**src/rtl/cfgdma_pkg.sv**
```systemverilog
package cfgdma_pkg;

    typedef enum logic [2:0] {
        ST_IDLE,
        ST_FETCH,
        ST_SEL,
        ST_PLAN,
        ST_MOVE,
        ST_STAT
    } cfgdma_state_e;

    typedef enum logic [1:0] {
        OP_NONE,
        OP_RD,
        OP_WR,
        OP_SKIP
    } cfgdma_op_e;

    localparam int CTL_RD_BIT   = 1;
    localparam int CTL_SKIP_BIT = 2;
    localparam int CTL_SEL_BIT  = 3;
    localparam int CTL_WR_BIT   = 4;

endpackage

```
**src/rtl/cfgdma_sigread.sv**
```systemverilog
module cfgdma_sigread #(
    parameter int          WIN_BYTES = 8,
    parameter logic [63:0] SIGNATURE = 64'h0123_4567_89AB_CDEF
) (
    input  logic [2:0]  rd_off,
    input  logic [3:0]  rd_size,
    output logic [63:0] rd_data
);
    localparam int WIN_W = WIN_BYTES * 8;

    int          o_i;
    int          s_i;
    logic [63:0] shifted;
    logic [63:0] mask;

    always_comb begin
        o_i     = int'(rd_off);
        s_i     = int'(rd_size);
        rd_data = '0;
        shifted = '0;
        mask    = '0;
        if (s_i >= 1 && (o_i + s_i) <= WIN_BYTES) begin
            shifted = SIGNATURE >> ((WIN_BYTES - o_i - s_i) * 8);
            mask    = (s_i * 8 >= WIN_W) ? {64{1'b1}} : ((64'd1 << (s_i * 8)) - 64'd1);
            rd_data = shifted & mask;
        end
    end
endmodule

```
**src/rtl/cfgdma_regif.sv**
```systemverilog
module cfgdma_regif #(
    parameter int ADDR_W = 64
) (
    input  logic              clk,
    input  logic              rst_n,
    input  logic              reg_wr,
    input  logic [2:0]        reg_off,
    input  logic [3:0]        reg_size,
    input  logic [ADDR_W-1:0] reg_wdata,
    input  logic              busy,
    output logic              start_o,
    output logic [ADDR_W-1:0] launch_o
);
    localparam int HALF_W = ADDR_W / 2;
    localparam int HALF_B = HALF_W / 8;
    localparam int FULL_B = ADDR_W / 8;

    typedef struct packed {
        logic [ADDR_W-1:0] addr;
        logic [ADDR_W-1:0] launch;
        logic              start;
    } regif_t;

    regif_t q, d;

    always_comb begin
        d       = q;
        d.start = 1'b0;
        if (reg_wr && !busy) begin
            if (reg_size == 4'(HALF_B) && reg_off == 3'd0) begin
                d.addr = {reg_wdata[HALF_W-1:0], {HALF_W{1'b0}}};
            end else if (reg_size == 4'(HALF_B) && reg_off == 3'(HALF_B)) begin
                d.launch = q.addr | {{HALF_W{1'b0}}, reg_wdata[HALF_W-1:0]};
                d.addr   = '0;
                d.start  = 1'b1;
            end else if (reg_size == 4'(FULL_B) && reg_off == 3'd0) begin
                d.launch = reg_wdata;
                d.addr   = '0;
                d.start  = 1'b1;
            end
        end
    end

    always_ff @(posedge clk or negedge rst_n) begin
        if (!rst_n) q <= '0;
        else        q <= d;
    end

    assign start_o  = q.start;
    assign launch_o = q.launch;

    // A launch blocks further launches until the engine is done
    assert_single_launch_R13: assert property (@(posedge clk) disable iff (!rst_n)
        start_o |=> !start_o);

endmodule

```
**src/rtl/cfgdma_core.sv**
```systemverilog
module cfgdma_core
    import cfgdma_pkg::*;
#(
    parameter int ADDR_W = 64,
    parameter int LEN_W  = 32,
    parameter int SEL_W  = 16,
    parameter int CTL_W  = 32
) (
    input  logic              clk,
    input  logic              rst_n,
    input  logic              start,
    input  logic [ADDR_W-1:0] start_addr,
    output logic              core_busy,
    output logic              mem_req,
    output logic              mem_we,
    output logic [ADDR_W-1:0] mem_addr,
    output logic [7:0]        mem_wdata,
    input  logic              mem_ack,
    input  logic              mem_err,
    input  logic [7:0]        mem_rdata,
    output logic              sel_load,
    output logic [SEL_W-1:0]  sel_value,
    input  logic              item_valid,
    input  logic [LEN_W-1:0]  item_len,
    input  logic [LEN_W-1:0]  item_off,
    input  logic              item_writable,
    input  logic [7:0]        item_rdata,
    output logic              item_wr_en,
    output logic [7:0]        item_wdata,
    output logic              off_inc
);
    localparam int DESC_W     = CTL_W + LEN_W + ADDR_W;
    localparam int DESC_BYTES = DESC_W / 8;
    localparam int STAT_BYTES = CTL_W / 8;
    localparam int IDX_W      = $clog2(DESC_BYTES);
    localparam int LEN_LSB    = ADDR_W;
    localparam int CTL_LSB    = ADDR_W + LEN_W;

    typedef struct packed {
        cfgdma_state_e     st;
        logic [IDX_W-1:0]  idx;
        logic [DESC_W-1:0] desc;
        logic [ADDR_W-1:0] daddr;
        logic [ADDR_W-1:0] maddr;
        logic [LEN_W-1:0]  len;
        cfgdma_op_e        op;
        logic              err;
    } core_t;

    core_t q, d;

    logic              in_rng;
    logic [CTL_W-1:0]  stat_word;
    logic [CTL_W-1:0]  ctl;

    assign in_rng    = item_valid && (item_off < item_len);
    assign stat_word = CTL_W'(q.err);
    assign ctl       = q.desc[CTL_LSB +: CTL_W];

    always_comb begin
        d          = q;
        mem_req    = 1'b0;
        mem_we     = 1'b0;
        mem_addr   = q.maddr;
        mem_wdata  = 8'h00;
        sel_load   = 1'b0;
        sel_value  = ctl[CTL_W-1 -: SEL_W];
        item_wr_en = 1'b0;
        item_wdata = mem_rdata;
        off_inc    = 1'b0;

        unique case (q.st)
            ST_IDLE: begin
                if (start) begin
                    d.st    = ST_FETCH;
                    d.daddr = start_addr;
                    d.idx   = '0;
                    d.err   = 1'b0;
                end
            end

            ST_FETCH: begin
                mem_req  = 1'b1;
                mem_addr = q.daddr + ADDR_W'(q.idx);
                if (mem_ack) begin
                    if (mem_err) begin
                        d.err = 1'b1;
                        d.idx = '0;
                        d.st  = ST_STAT;
                    end else begin
                        d.desc = {q.desc[DESC_W-9:0], mem_rdata};
                        d.idx  = q.idx + 1'b1;
                        if (q.idx == IDX_W'(DESC_BYTES - 1)) d.st = ST_SEL;
                    end
                end
            end

            ST_SEL: begin
                sel_load = ctl[CTL_SEL_BIT];
                d.maddr  = q.desc[ADDR_W-1:0];
                d.len    = q.desc[LEN_LSB +: LEN_W];
                if      (ctl[CTL_RD_BIT])   d.op = OP_RD;
                else if (ctl[CTL_WR_BIT])   d.op = OP_WR;
                else if (ctl[CTL_SKIP_BIT]) d.op = OP_SKIP;
                else begin
                    d.op  = OP_NONE;
                    d.len = '0;
                end
                d.st = ST_PLAN;
            end

            ST_PLAN: begin
                if (q.op == OP_WR && q.len != '0) begin
                    if (!in_rng || !item_writable || q.len > (item_len - item_off))
                        d.err = 1'b1;
                end
                d.idx = '0;
                if (d.err || q.len == '0) d.st = ST_STAT;
                else                      d.st = ST_MOVE;
            end

            ST_MOVE: begin
                unique case (q.op)
                    OP_RD: begin
                        mem_req   = 1'b1;
                        mem_we    = 1'b1;
                        mem_wdata = in_rng ? item_rdata : 8'h00;
                    end
                    OP_WR: begin
                        mem_req = 1'b1;
                    end
                    default: ;
                endcase
                if (q.op == OP_SKIP || mem_ack) begin
                    if (mem_req && mem_err) begin
                        d.err = 1'b1;
                        d.st  = ST_STAT;
                    end else begin
                        item_wr_en = (q.op == OP_WR);
                        off_inc    = (q.op == OP_WR) || in_rng;
                        d.maddr    = q.maddr + 1'b1;
                        d.len      = q.len - 1'b1;
                        if (q.len == LEN_W'(1)) d.st = ST_STAT;
                    end
                end
            end

            ST_STAT: begin
                mem_req   = 1'b1;
                mem_we    = 1'b1;
                mem_addr  = q.daddr + ADDR_W'(q.idx);
                mem_wdata = 8'(stat_word >> (8 * (STAT_BYTES - 1 - int'(q.idx))));
                if (mem_ack) begin
                    d.idx = q.idx + 1'b1;
                    if (q.idx == IDX_W'(STAT_BYTES - 1)) d.st = ST_IDLE;
                end
            end

            default: d.st = ST_IDLE;
        endcase
    end

    always_ff @(posedge clk or negedge rst_n) begin
        if (!rst_n) q <= '0;
        else        q <= d;
    end

    assign core_busy = (q.st != ST_IDLE);

    // Request stays put until acknowledged
    assert_mem_hold_R14: assert property (@(posedge clk) disable iff (!rst_n)
        mem_req && !mem_ack |=> mem_req && $stable(mem_addr) && $stable(mem_we));

    // Item stores only land inside a writable, valid item
    assert_item_wr_legal_R10: assert property (@(posedge clk) disable iff (!rst_n)
        item_wr_en |-> item_valid && item_writable && (item_off < item_len));

    // Offset never advances past the item end
    assert_off_in_item_R9: assert property (@(posedge clk) disable iff (!rst_n)
        off_inc |-> item_valid && (item_off < item_len));

    // Selector load precedes any data movement by a quiet cycle
    assert_sel_before_move_R6: assert property (@(posedge clk) disable iff (!rst_n)
        sel_load |=> !off_inc && !mem_req && !item_wr_en);

endmodule

```
**src/rtl/cfgdma_top.sv**
```systemverilog
module cfgdma_top #(
    parameter int          ADDR_W    = 64,
    parameter int          LEN_W     = 32,
    parameter int          SEL_W     = 16,
    parameter int          CTL_W     = 32,
    parameter logic [63:0] SIGNATURE = 64'h0123_4567_89AB_CDEF
) (
    input  logic              clk,
    input  logic              rst_n,
    input  logic              reg_wr,
    input  logic [2:0]        reg_off,
    input  logic [3:0]        reg_size,
    input  logic [ADDR_W-1:0] reg_wdata,
    output logic [63:0]       reg_rdata,
    output logic              busy,
    output logic              mem_req,
    output logic              mem_we,
    output logic [ADDR_W-1:0] mem_addr,
    output logic [7:0]        mem_wdata,
    input  logic              mem_ack,
    input  logic              mem_err,
    input  logic [7:0]        mem_rdata,
    output logic              sel_load,
    output logic [SEL_W-1:0]  sel_value,
    input  logic              item_valid,
    input  logic [LEN_W-1:0]  item_len,
    input  logic [LEN_W-1:0]  item_off,
    input  logic              item_writable,
    input  logic [7:0]        item_rdata,
    output logic              item_wr_en,
    output logic [7:0]        item_wdata,
    output logic              off_inc
);
    logic              start;
    logic [ADDR_W-1:0] launch_addr;
    logic              core_busy;

    assign busy = core_busy | start;

    cfgdma_sigread #(
        .WIN_BYTES (ADDR_W / 8),
        .SIGNATURE (SIGNATURE)
    ) u_sig (
        .rd_off  (reg_off),
        .rd_size (reg_size),
        .rd_data (reg_rdata)
    );

    cfgdma_regif #(
        .ADDR_W (ADDR_W)
    ) u_regif (
        .clk       (clk),
        .rst_n     (rst_n),
        .reg_wr    (reg_wr),
        .reg_off   (reg_off),
        .reg_size  (reg_size),
        .reg_wdata (reg_wdata),
        .busy      (busy),
        .start_o   (start),
        .launch_o  (launch_addr)
    );

    cfgdma_core #(
        .ADDR_W (ADDR_W),
        .LEN_W  (LEN_W),
        .SEL_W  (SEL_W),
        .CTL_W  (CTL_W)
    ) u_core (
        .clk           (clk),
        .rst_n         (rst_n),
        .start         (start),
        .start_addr    (launch_addr),
        .core_busy     (core_busy),
        .mem_req       (mem_req),
        .mem_we        (mem_we),
        .mem_addr      (mem_addr),
        .mem_wdata     (mem_wdata),
        .mem_ack       (mem_ack),
        .mem_err       (mem_err),
        .mem_rdata     (mem_rdata),
        .sel_load      (sel_load),
        .sel_value     (sel_value),
        .item_valid    (item_valid),
        .item_len      (item_len),
        .item_off      (item_off),
        .item_writable (item_writable),
        .item_rdata    (item_rdata),
        .item_wr_en    (item_wr_en),
        .item_wdata    (item_wdata),
        .off_inc       (off_inc)
    );

    // Memory stays silent whenever the engine is idle
    assert_idle_quiet_R1: assert property (@(posedge clk) disable iff (!rst_n)
        !busy |-> !mem_req);

endmodule

```
**config.mk**
```make
export PLATFORM = sky130hd
export DESIGN_NAME = cfgdma_top
export DESIGN_NICKNAME = d
export VERILOG_FILES = /design/src/rtl/cfgdma_pkg.sv /design/src/rtl/cfgdma_sigread.sv /design/src/rtl/cfgdma_regif.sv /design/src/rtl/cfgdma_core.sv /design/src/rtl/cfgdma_top.sv
export SDC_FILE = /design/constraint.sdc
export NUM_CORES = 1
export LEC_CHECK = 0
export ABC_CLOCK_PERIOD_IN_PS = 6200
export BUFFER_PORTS_ARGS = -buffer_cell sky130_fd_sc_hd__buf_4
export CORE_MARGIN = 2
export CORE_UTILIZATION = 35
export CTS_CLUSTER_SIZE = 8
export DETAILED_ROUTE_END_ITERATION = 12
export MAX_ROUTING_LAYER = met4
export PLACE_DENSITY = 0.59
export SLEW_MARGIN = 40
export SYNTH_ARGS = -nofsm -noshare
export SYNTH_HDL_FRONTEND = slang
export SYNTH_SLANG_ARGS = --single-unit
```
**constraint.sdc**
```tcl
create_clock -name clk -period 6.2 [get_ports clk]
set_input_delay 1.24 -clock clk [delete_from_list [all_inputs] [get_ports clk]]
set_output_delay 1.24 -clock clk [all_outputs]
set_load 0.01 [all_outputs]
```
==> results of run 1 <==
[registers in the layout, indices dropped and copies added (netlist names)]
register,cells
u_regif.launch_o,64
u_regif.q,32
u_core.sel_value,16
u_core.q,266
u_core.ctl,16
u_regif.start_o,1
[per-stage QoR]
step / std cells / setup WS [ps] / cell area [um2]
detailed placement: 3455 / 624 / 25700
global route: 3517 / 348 / 27300
floorplan: 2472 / 720 / 23100
finish: 3517 / 550 / 27300
global placement: 3453 / 852 / 25700
CTS: 3515 / 608 / 27200
[cell usage in the layout, fill, tap and decap left out, types with 49 or more instances in the layout]
cell / netlist / layout
a21oi_1: 224 / 224
a22oi_1: 49 / 49
buf_4: 63 / 317
clkbuf_16: 0 / 56
dfrtp_1: 395 / 395
ha_1: 86 / 86
inv_1: 83 / 83
mux2_2: 219 / 219
nand2_1: 234 / 233
nand3_1: 66 / 65
nor2_1: 147 / 146
o21ai_0: 212 / 212
xor2_1: 49 / 49
[routing by layer]
| metal | part of all wire, % | GRT usage [%] | vias up |
|---|---|---|---|
| met5 | 0 | - | - |
| met4 | 1.9 | 4.41 | 0 |
| met3 | 5.8 | 2.74 | 94 |
| met2 | 48 | 32.5 | 675 |
| met1 | 44 | 26.5 | 9397 |
| li1 | - | - | 9113 |
[cell families after synthesis]
logic type      synth area share [%]
compound gates                  17.4
xor+xnor                        3.42
fa+ha+maj                       5.10
buf+inv                         5.95
flops                           42.9
mux                             10.8
other cells                   0.0163
simple gates                    14.5
[where the power goes]
part | internal (mW) | switching [mW] | leakage [nW]
registers | 2.96 | 0.531 | 5.36
logic | 1.25 | 2.00 | 6.71
clock network | 1.59 | 1.11 | 0.722
total | 5.80 | 3.65 | 12.8
[how the worst max path moves through the flow]
stage                      from       endpoint  slack (ps)  cells after the start
floorplan           reg_size[1]  reg_rdata[23]         720                     14
global placement    reg_size[0]  reg_rdata[26]         850                     13
detailed placement  reg_size[0]  reg_rdata[30]         620                     13
CTS                 reg_size[0]  reg_rdata[30]         610                     13
global route        reg_size[0]  reg_rdata[30]         350                     13
finish              reg_size[0]  reg_rdata[30]         550                     13
[worst register-to-register path: cells and delay by family, from the launching register on]
family,cells,cell delay (ps)
AND/OR/NAND/NOR,4,1110
flip-flops,1,550
buffers and inverters,1,750
AO/OA/AOI/OAI,3,930
[layout make-up]
| type | count | area share (%) |
|---|---|---|
| clock buffers | 57 | 5.19 |
| flip-flops and latches | 395 | 36.2 |
| repair buffers | 327 | 9.40 |
| well taps | 864 | 3.96 |
| clock inverters | 3 | 0.202 |
| inverters | 83 | 1.14 |
| multi-input cells | 1788 | 43.9 |
==> flow_metrics.env, run 1 <==
export IMPL_yosysTopAreaCell="dfrtp_1"
export IMPL_syn_avg_cell_area_um2=9.41
export IMPL_wirelength_mm=67.3
export IMPL_finalCritPeriodShare_pct=91.1
export IMPL_cpMaxStageDelayCell="or2_2"
export IMPL_clock_sinks=395
export IMPL_cap_violations=0
export IMPL_start_kind="input port"
export IMPL_clk_pin_slew_ps=50
export IMPL_clockRootBuffer="clkbuf_16"
export IMPL_syn_inst=2451
export IMPL_critPathMostFrequentCell="buf_4"
export IMPL_synth_area_top_cells="dfrtp_1, mux2_2, a21oi_1, ha_1, o21ai_0"
export IMPL_cts_buffers=55
export IMPL_tightest_slew_ps=894
export IMPL_avgViaCountPerCell=5.48
export IMPL_r2r_setup_slack_ps=2700
export IMPL_num_rows=94
export IMPL_htreeDepth=2
export IMPL_synth_async_reset_ratio_pct=100
export IMPL_antenna_left=0
export IMPL_path_cells="buf_4, ha_1, inv_1, fa_1, xor2_1, nand3_1, a221oi_1, a21oi_1, o32ai_1, o2111ai_1, or2_2, nor4b_1, buf_4"
export IMPL_diodes=0
export IMPL_cts_resized=0
export IMPL_grt_total_usage_pct=20.0
export IMPL_grt_pass1_wl_mm=106
export IMPL_die_y_um=261
export IMPL_fill_cells=6412
export IMPL_overflow=0
export IMPL_synth_distinct_cells=83
export IMPL_first_iter_violations=1571
export IMPL_multi_input_area_um2=12000
export IMPL_rsz0062_at_grt="no"
export IMPL_rr_worst_depth=8
export IMPL_ys_seq_elements=395
export IMPL_hold_buffers=0
export IMPL_synth_common_cells="dfrtp_1, nand2_1, a21oi_1"
export IMPL_endpoint_kind="output port"
export IMPL_hp_class="in -> async"
export IMPL_cts_buffer_depth=3
export IMPL_nets=2899
export IMPL_vdd_drop_max_v=0.000219
export IMPL_yosysSeqAreaShare_pct=42.9
export IMPL_grt_pass1_vias=18800
export IMPL_path_delay_family="simple AND/OR/NAND/NOR gates"
export IMPL_tritoncts="done"
export IMPL_grt_max_degree=122
export IMPL_yosys_cell_count_top_type="dfrtp_1"
export IMPL_fin_hold_ws_ps=427
export IMPL_firstDrtPassIters=6
export IMPL_fin_total_pwr_mw=9.45
export IMPL_fmax_ghz=0.177
export IMPL_cts_setup_buffers=0
export IMPL_synth_warnings=0
export IMPL_reg2reg_from="u_core.q[295]"
export IMPL_wl_per_cell_um=19.1
export IMPL_r2r_end="u_core.q[92]"
export IMPL_netlist_area_um2=23100
export IMPL_crit_type="in -> out"
export IMPL_min_period_ps=5650
export IMPL_synth_ff_type="dfrtp_1"
export IMPL_setup_tns_ps=0
export IMPL_die_w_um=261
export IMPL_ios=324
export IMPL_cp_data_required_time_ps=4960
export IMPL_antenna_found_initial=0
export IMPL_fin_util_pct=41.6
export IMPL_hold_viol=0
export IMPL_start_util_pct=35.2
export IMPL_vias=19300
export IMPL_crit_buf_inv=3
export IMPL_outcome="complete, no violations"
export IMPL_die_area_um2=67900
export IMPL_insertion_delay_ps=610
export IMPL_area_growth_pct=18.3
export IMPL_seqCellArea_um2=9880
export IMPL_slew_headroom_pct=39.9
export IMPL_slowest_delay_ps=510
export IMPL_setup_viol=0
export IMPL_core_area_um2=65500
export IMPL_drive_gt1_share_pct=24.0
export IMPL_critPathMaxFanout=16
export IMPL_port_buffers=301
export IMPL_worstPathArrival_ps=4410
export IMPL_skew_ps=22.9
export IMPL_synth_top_cell_area_share_pct=42.9
export IMPL_power_leakage_nw=12.8
export IMPL_gp_congestion=0.925
export IMPL_synth_edf_count=0
export IMPL_drc=0
export IMPL_dp_final_hpwl_mm=49.1
export IMPL_power_density_nw_per_um2=346
export IMPL_final_max_slew_viol_count=0
Note: power is estimated with default switching activity, not from simulation.
==> run 2, diff against run 1 <==
ABC_AREA = 1   (was unset)
==> run 2 against run 1 <==
  * Setup slack better by 460 ps
  * Count of clock-buffer cells in the layout is 1 higher
  * Highest routed layer unchanged
  * Final area is 8.9% higher
  * First-iteration DRC count is 15% higher
==> flow_metrics.env, run 2 <==
export IMPL_outcome="complete, no violations"
export IMPL_tightest_slew_ps=813
export IMPL_clockRootBuffer="clkbuf_16"
export IMPL_antenna_found_initial=0
export IMPL_slew_headroom_pct=45.3
export IMPL_worstPathArrival_ps=3950
export IMPL_hp_class="reg -> reg"
export IMPL_cts_buffers=55
export IMPL_finalCritPeriodShare_pct=83.8
export IMPL_seqCellArea_um2=9880
export IMPL_die_y_um=273
export IMPL_holdPathStages=2
export IMPL_area_growth_pct=16.8
export IMPL_power_density_nw_per_um2=402
export IMPL_fmax_ghz=0.193
export IMPL_endpoint_kind="output port"
export IMPL_power_leakage_nw=14.1
export IMPL_htreeDepth=2
export IMPL_wl_per_cell_um=18.2
export IMPL_ios=324
export IMPL_fin_hold_ws_ps=479
export IMPL_synth_common_cells="nand2_1, inv_1, dfrtp_1"
export IMPL_hold_buffers=0
export IMPL_netlist_area_um2=25400
export IMPL_ys_seq_elements=395
export IMPL_wirelength_mm=84.3
export IMPL_setup_viol=0
export IMPL_diodes=0
export IMPL_rr_worst_depth=9
export IMPL_die_area_um2=74800
export IMPL_dp_final_hpwl_mm=65.4
export IMPL_port_buffers=301
export IMPL_firstDrtPassIters=5
export IMPL_core_area_um2=71700
export IMPL_synth_warnings=0
export IMPL_synth_async_reset_ratio_pct=100
export IMPL_cts_buffer_depth=3
export IMPL_crit_type="in -> out"
export IMPL_hp_start="u_core.ctl[3]"
export IMPL_stdcell_area_um2=29700
export IMPL_synth_edf_count=0
export IMPL_reg2reg_from="u_core.q[295]"
export IMPL_yosysSeqAreaShare_pct=38.9
export IMPL_place_area_um2=28200
export IMPL_grt_total_usage_pct=22.8
export IMPL_overflow=0
export IMPL_fin_util_pct=41.4
export IMPL_gp_congestion=0.936
export IMPL_grt_pass1_vias=22100
export IMPL_rsz0062_at_grt="no"
export IMPL_cp_data_required_time_ps=4960
export IMPL_final_cell_mix="nand2_1, inv_1, dfrtp_1"
export IMPL_min_period_ps=5190
export IMPL_avgViaCountPerCell=5.10
export IMPL_synth_ff_type="dfrtp_1"
export IMPL_first_iter_violations=1814
export IMPL_grt_max_degree=143
export IMPL_fin_total_pwr_mw=11.9
export IMPL_vias=23600
export IMPL_synth_area_top_cells="dfrtp_1, nand2_1, inv_1, o21ai_0, nor2_1"
export IMPL_cap_violations=0
export IMPL_final_common_cell="nand2_1"
export IMPL_syn_avg_cell_area_um2=7.36
export IMPL_cts_resized=0
export IMPL_yosys_cell_count_top_type="nand2_1"
export IMPL_insertion_delay_ps=610
export IMPL_setup_tns_ps=0
export IMPL_multi_input_area_um2=12600
export IMPL_clk_pin_slew_ps=50
export IMPL_whs_endpoint="u_core.ctl[3]"
export IMPL_largest_reg_flops=266
export IMPL_grt_pass1_wl_mm=130
export IMPL_num_rows=98
export IMPL_crit_start="reg_off[1]"
export IMPL_regMostFlops="u_core.q"
export IMPL_antenna_left=0
export IMPL_r2r_setup_slack_ps=2180
export IMPL_tritoncts="done"
export IMPL_drive_gt1_share_pct=13.6
export IMPL_yosysTopAreaCell="dfrtp_1"
export IMPL_clock_sinks=395
export IMPL_fill_cells=7642
export IMPL_hold_viol=0
export IMPL_drc=0
export IMPL_vdd_drop_max_v=0.000230
export IMPL_critPathMaxFanout=5
export IMPL_syn_inst=3451
export IMPL_final_max_slew_viol_count=0
export IMPL_cts_setup_buffers=0
export IMPL_die_w_um=273
export IMPL_nets=3914
export IMPL_synth_top_cell_area_share_pct=38.9
export IMPL_synth_distinct_cells=58
export IMPL_skew_ps=27.1
export IMPL_start_kind="input port"
export IMPL_start_util_pct=35.4
export IMPL_r2r_end="u_core.q[208]"
## run 2: cell types whose count changed after synthesis, sizes merged, moves of 42 or more
cell / delta
o21ai: +225
a22oi: -47
inv: +458
and3: -42
nand2: +425
nand3: +55
mux2: -190
nor2: +174
## run 2: cells by family (layout without fill, tap and decap cells)
logic type      after synthesis  count (layout)  share of synthesized area (%)
xor+xnor                    125             125                           4.31
flops                       395             395                           38.9
fa+ha+maj                    91              91                           4.63
mux                          29              29                           1.29
buf+inv                     726             923                           11.8
compound gates              772             772                           16.4
simple gates               1312            1312                           22.7
other cells                   1              22                         0.0148
## run 2: worst max path at each step
stage          slack (ps)       endpoint  depth (start not counted)
2_1_floorplan        1270  reg_rdata[46]                         14
3_3_place_gp         1060  reg_rdata[49]                         15
3_5_place_dp         1040  reg_rdata[49]                         15
4_1_cts              1030  reg_rdata[49]                         15
5_1_grt               740  reg_rdata[49]                         15
6_report             1010  reg_rdata[49]                         15
## run 2: where the power goes
group / leakage [nW] / switching (mW) / internal [mW]
clock network: 0.708 / 1.11 / 1.58
logic: 8.49 / 3.07 / 1.68
registers: 4.88 / 0.925 / 3.56
## run 2: layer usage
| layer | vias to the layer above | wire length, um | track usage, % |
|---|---|---|---|
| li1 | 11600 | - | - |
| met4 | 0 | 3240 | 8.40 |
| met2 | 678 | 38000 | 34.9 |
| met3 | 134 | 4150 | 2.72 |
| met5 | - | 0 | - |
| met1 | 11100 | 38900 | 31.1 |
## run 2: worst max-delay path, cell delays in order
cell     delay [ps]
buf_4            90
inv_1            70
ha_1            200
ha_1            290
ha_1            310
a21oi_1         100
fa_1            360
inv_1            60
nand2_1         100
nor2_1          190
inv_1           140
nor2_1          180
nand3_1         160
nor3_1          280
buf_4           180
## run 2: through the flow
| stage | std cells | setup slack [ps] |
|---|---|---|
| 2_1_floorplan | 3472 | 1270 |
| 5_1_grt | 4619 | 741 |
| 4_1_cts | 4617 | 1030 |
| 6_report | 4619 | 1010 |
| 3_5_place_dp | 4556 | 1040 |
| 3_3_place_gp | 4556 | 1060 |
## run 2: area by class of cell
cell class,instances,share of cell area (%)
Timing Repair Buffer,320,8.37
Clock inverter,3,0.101
Sequential cell,395,33.3
Clock buffer,58,4.75
Tap cell,950,4.00
Inverter,542,6.87
Multi-Input combinational cell,2351,42.6
==> run 3, diff against run 2 <==
ABC_CLOCK_PERIOD_IN_PS = 4300   (was 6200)
PLACE_DENSITY = 0.61   (was 0.59)
clock period = 4.3 ns   (was 6.2 ns; I/O delays follow)
==> run 3 against run 2 <==
  * Worst hold slack got worse by 250 ps
  * Via count rose by 1.2%
  * Utilization rose by 0.73 points
  * Sequential power rose by 44%
  * Wire length barely moved
  * Clock power rose by 47%
  * Final area rose by 1.8%
  * Register-to-register slack got worse by 800 ps
  * Combinational power rose by 47%
  * Cell count rose by 0.76%
  * Largest cell class unchanged
  * Count of clock-buffer cells in the layout rose by 1
==> flow_metrics.env, run 3 (synthesis gave the netlist of run 2 again) <==
export IMPL_outcome="complete, no violations"
export IMPL_port_buffers=301
export IMPL_use_met1_pct=31.5
export IMPL_endpoint_kind="output port"
export IMPL_power_density_nw_per_um2=576
export IMPL_tightest_slew_ps=905
export IMPL_fill_cells=7438
export IMPL_slew_headroom_pct=39.4
export IMPL_cts_buffers=56
export IMPL_setup_viol=0
export IMPL_grt_pass1_vias=22300
export IMPL_power_leakage_nw=14.3
export IMPL_instances_no_fill=4654
export IMPL_rr_worst_depth=8
export IMPL_cts_buffer_depth=3
export IMPL_crit_type="reg -> out"
export IMPL_worstPathArrival_ps=3420
export IMPL_min_period_ps=4280
export IMPL_insertion_delay_ps=600
export IMPL_critPathMaxFanout=4
export IMPL_antenna_left=0
export IMPL_dp_slack_ps=-8.77
export IMPL_place_inst=4582
export IMPL_final_cell_mix="nand2_1, inv_1, dfrtp_1"
export IMPL_clk_pin_slew_ps=50
export IMPL_wirelength_mm=84.3
export IMPL_die_w_um=273
export IMPL_final_common_cell="nand2_1"
export IMPL_overflow=0
export IMPL_fin_util_pct=42.1
export IMPL_layout_setup_ws_ps=24.3
export IMPL_fmax_ghz=0.234
export IMPL_fin_hold_ws_ps=226
export IMPL_vias=23900
export IMPL_cpMaxStageDelayCell="dfrtp_2"
export IMPL_clockRootBuffer="clkbuf_16"
export IMPL_wl_per_cell_um=18.1
export IMPL_die_area_um2=74800
export IMPL_firstDrtPassIters=5
export IMPL_fin_total_pwr_mw=17.4
export IMPL_vdd_drop_max_v=0.000334
export IMPL_skew_ps=21.0
export IMPL_grtUsageMet3_pct=2.75
export IMPL_grt_pass1_wl_mm=130
export IMPL_drc=0
export IMPL_first_iter_violations=2084
export IMPL_avgViaCountPerCell=5.13
export IMPL_setup_tns_ps=0
export IMPL_largest_reg_flops=266
export IMPL_antenna_found_initial=0
export IMPL_nets=3948
export IMPL_cp_data_required_time_ps=3440
export IMPL_clock_sinks=395
export IMPL_busiest_layer="met2"
export IMPL_rsz0062_at_grt="yes"
export IMPL_area_growth_pct=18.9
export IMPL_crit_buf_inv=5
export IMPL_core_area_um2=71700
export IMPL_drive_gt1_share_pct=15.4
export IMPL_cap_violations=0
export IMPL_grt_max_degree=128
export IMPL_start_kind="register"
export IMPL_start_util_pct=35.4
export IMPL_use_met2_pct=34.6
export IMPL_path_cells="ha_4, inv_4, fa_2, inv_2, nand3_2, nand2_4, inv_4, nor2_4, nand2_4, buf_4, nor2_2, xor2_1, nand2_1, o21ai_0, buf_4"
export IMPL_htreeDepth=2
export IMPL_hp_class="in -> async"
export IMPL_grt_total_usage_pct=22.8
export IMPL_path_delay_family="simple AND/OR/NAND/NOR gates"
export IMPL_num_rows=98
export IMPL_slowest_delay_ps=460
export IMPL_regMostFlops="u_core.q"
export IMPL_final_max_slew_viol_count=0
export IMPL_gp_congestion=0.965
export IMPL_hold_buffers=0
export IMPL_finalCritPeriodShare_pct=99.4
export IMPL_hold_viol=0
export IMPL_stdcell_area_um2=30200
export IMPL_place_area_um2=28400
export IMPL_cp_num_cells=15
export IMPL_die_y_um=273
export IMPL_diodes=0
export IMPL_tritoncts="done"
export IMPL_dp_final_hpwl_mm=65.3
export IMPL_ios=324
==> run 3: changes by cell type in the layout (fill, tap and decap cells not counted), moves of 4 or more <==
| cell | change |
|---|---|
| ha_1 | -4 |
| nor2_2 | +4 |
| o21ai_0 | -5 |
| o21ai_2 | +9 |
| buf_4 | +30 |
| nor3_1 | -4 |
| nor2_1 | -6 |
| o21ai_1 | -4 |
| ha_4 | +4 |
==> run 3: cell type report <==
class / instances / area [um2] / area share, %
sequential: 395 / 9890 / 32.7
tap: 950 / 1190 / 3.94
clock buffer: 59 / 1450 / 4.81
timing repair buffer: 353 / 2750 / 9.11
inverter: 542 / 2040 / 6.76
clock inverter: 4 / 35.0 / 0.116
multi-input combinational: 2351 / 12800 / 42.5
==> run 3: repair_timing <==
action | CTS | global route
buffers inserted | 1 | 8
pin swaps | 1 | 12
resized for setup | 15 | 37
setup endpoints to repair | 28 | 50
==> run 3: worst paths after layout <==
check	from	endpoint	slack, ps
min reg2reg	u_core.q[243]	u_core.q[243]	480
min in group clk	u_core.q[243]	u_core.q[243]	480
min	rst_n	u_core.q[163]	230
max in group asynchronous	rst_n	u_core.q[232]	3080
max reg2reg	u_core.q[296]	u_core.q[7]	1380
max	u_core.q[291]	mem_addr[30]	20
==> run 3: where the power goes <==
group | internal [mW] | switching [mW] | leakage (nW)
combinational | 2.49 | 4.50 | 8.69
sequential | 5.14 | 1.33 | 4.88
clock | 2.35 | 1.60 | 0.738
total | 9.98 | 7.43 | 14.3
==> run 3: worst register-to-register path: stages, from the launching register on <==
cell	delay, ps
dfrtp_1	440
nor2_1	270
nand2_4	370
nor3_1	530
nor2_4	50
clkinv_2	440
buf_4	430
o21ai_0	160
o22ai_1	140
==> run 3: layer usage <==
layer  vias to the layer above  part of all wire [%]
li1                      11700                     -
met1                     11300                    46
met2                       746                    45
met3                       140                   5.5
met4                         0                   3.4
met5                         -                     0
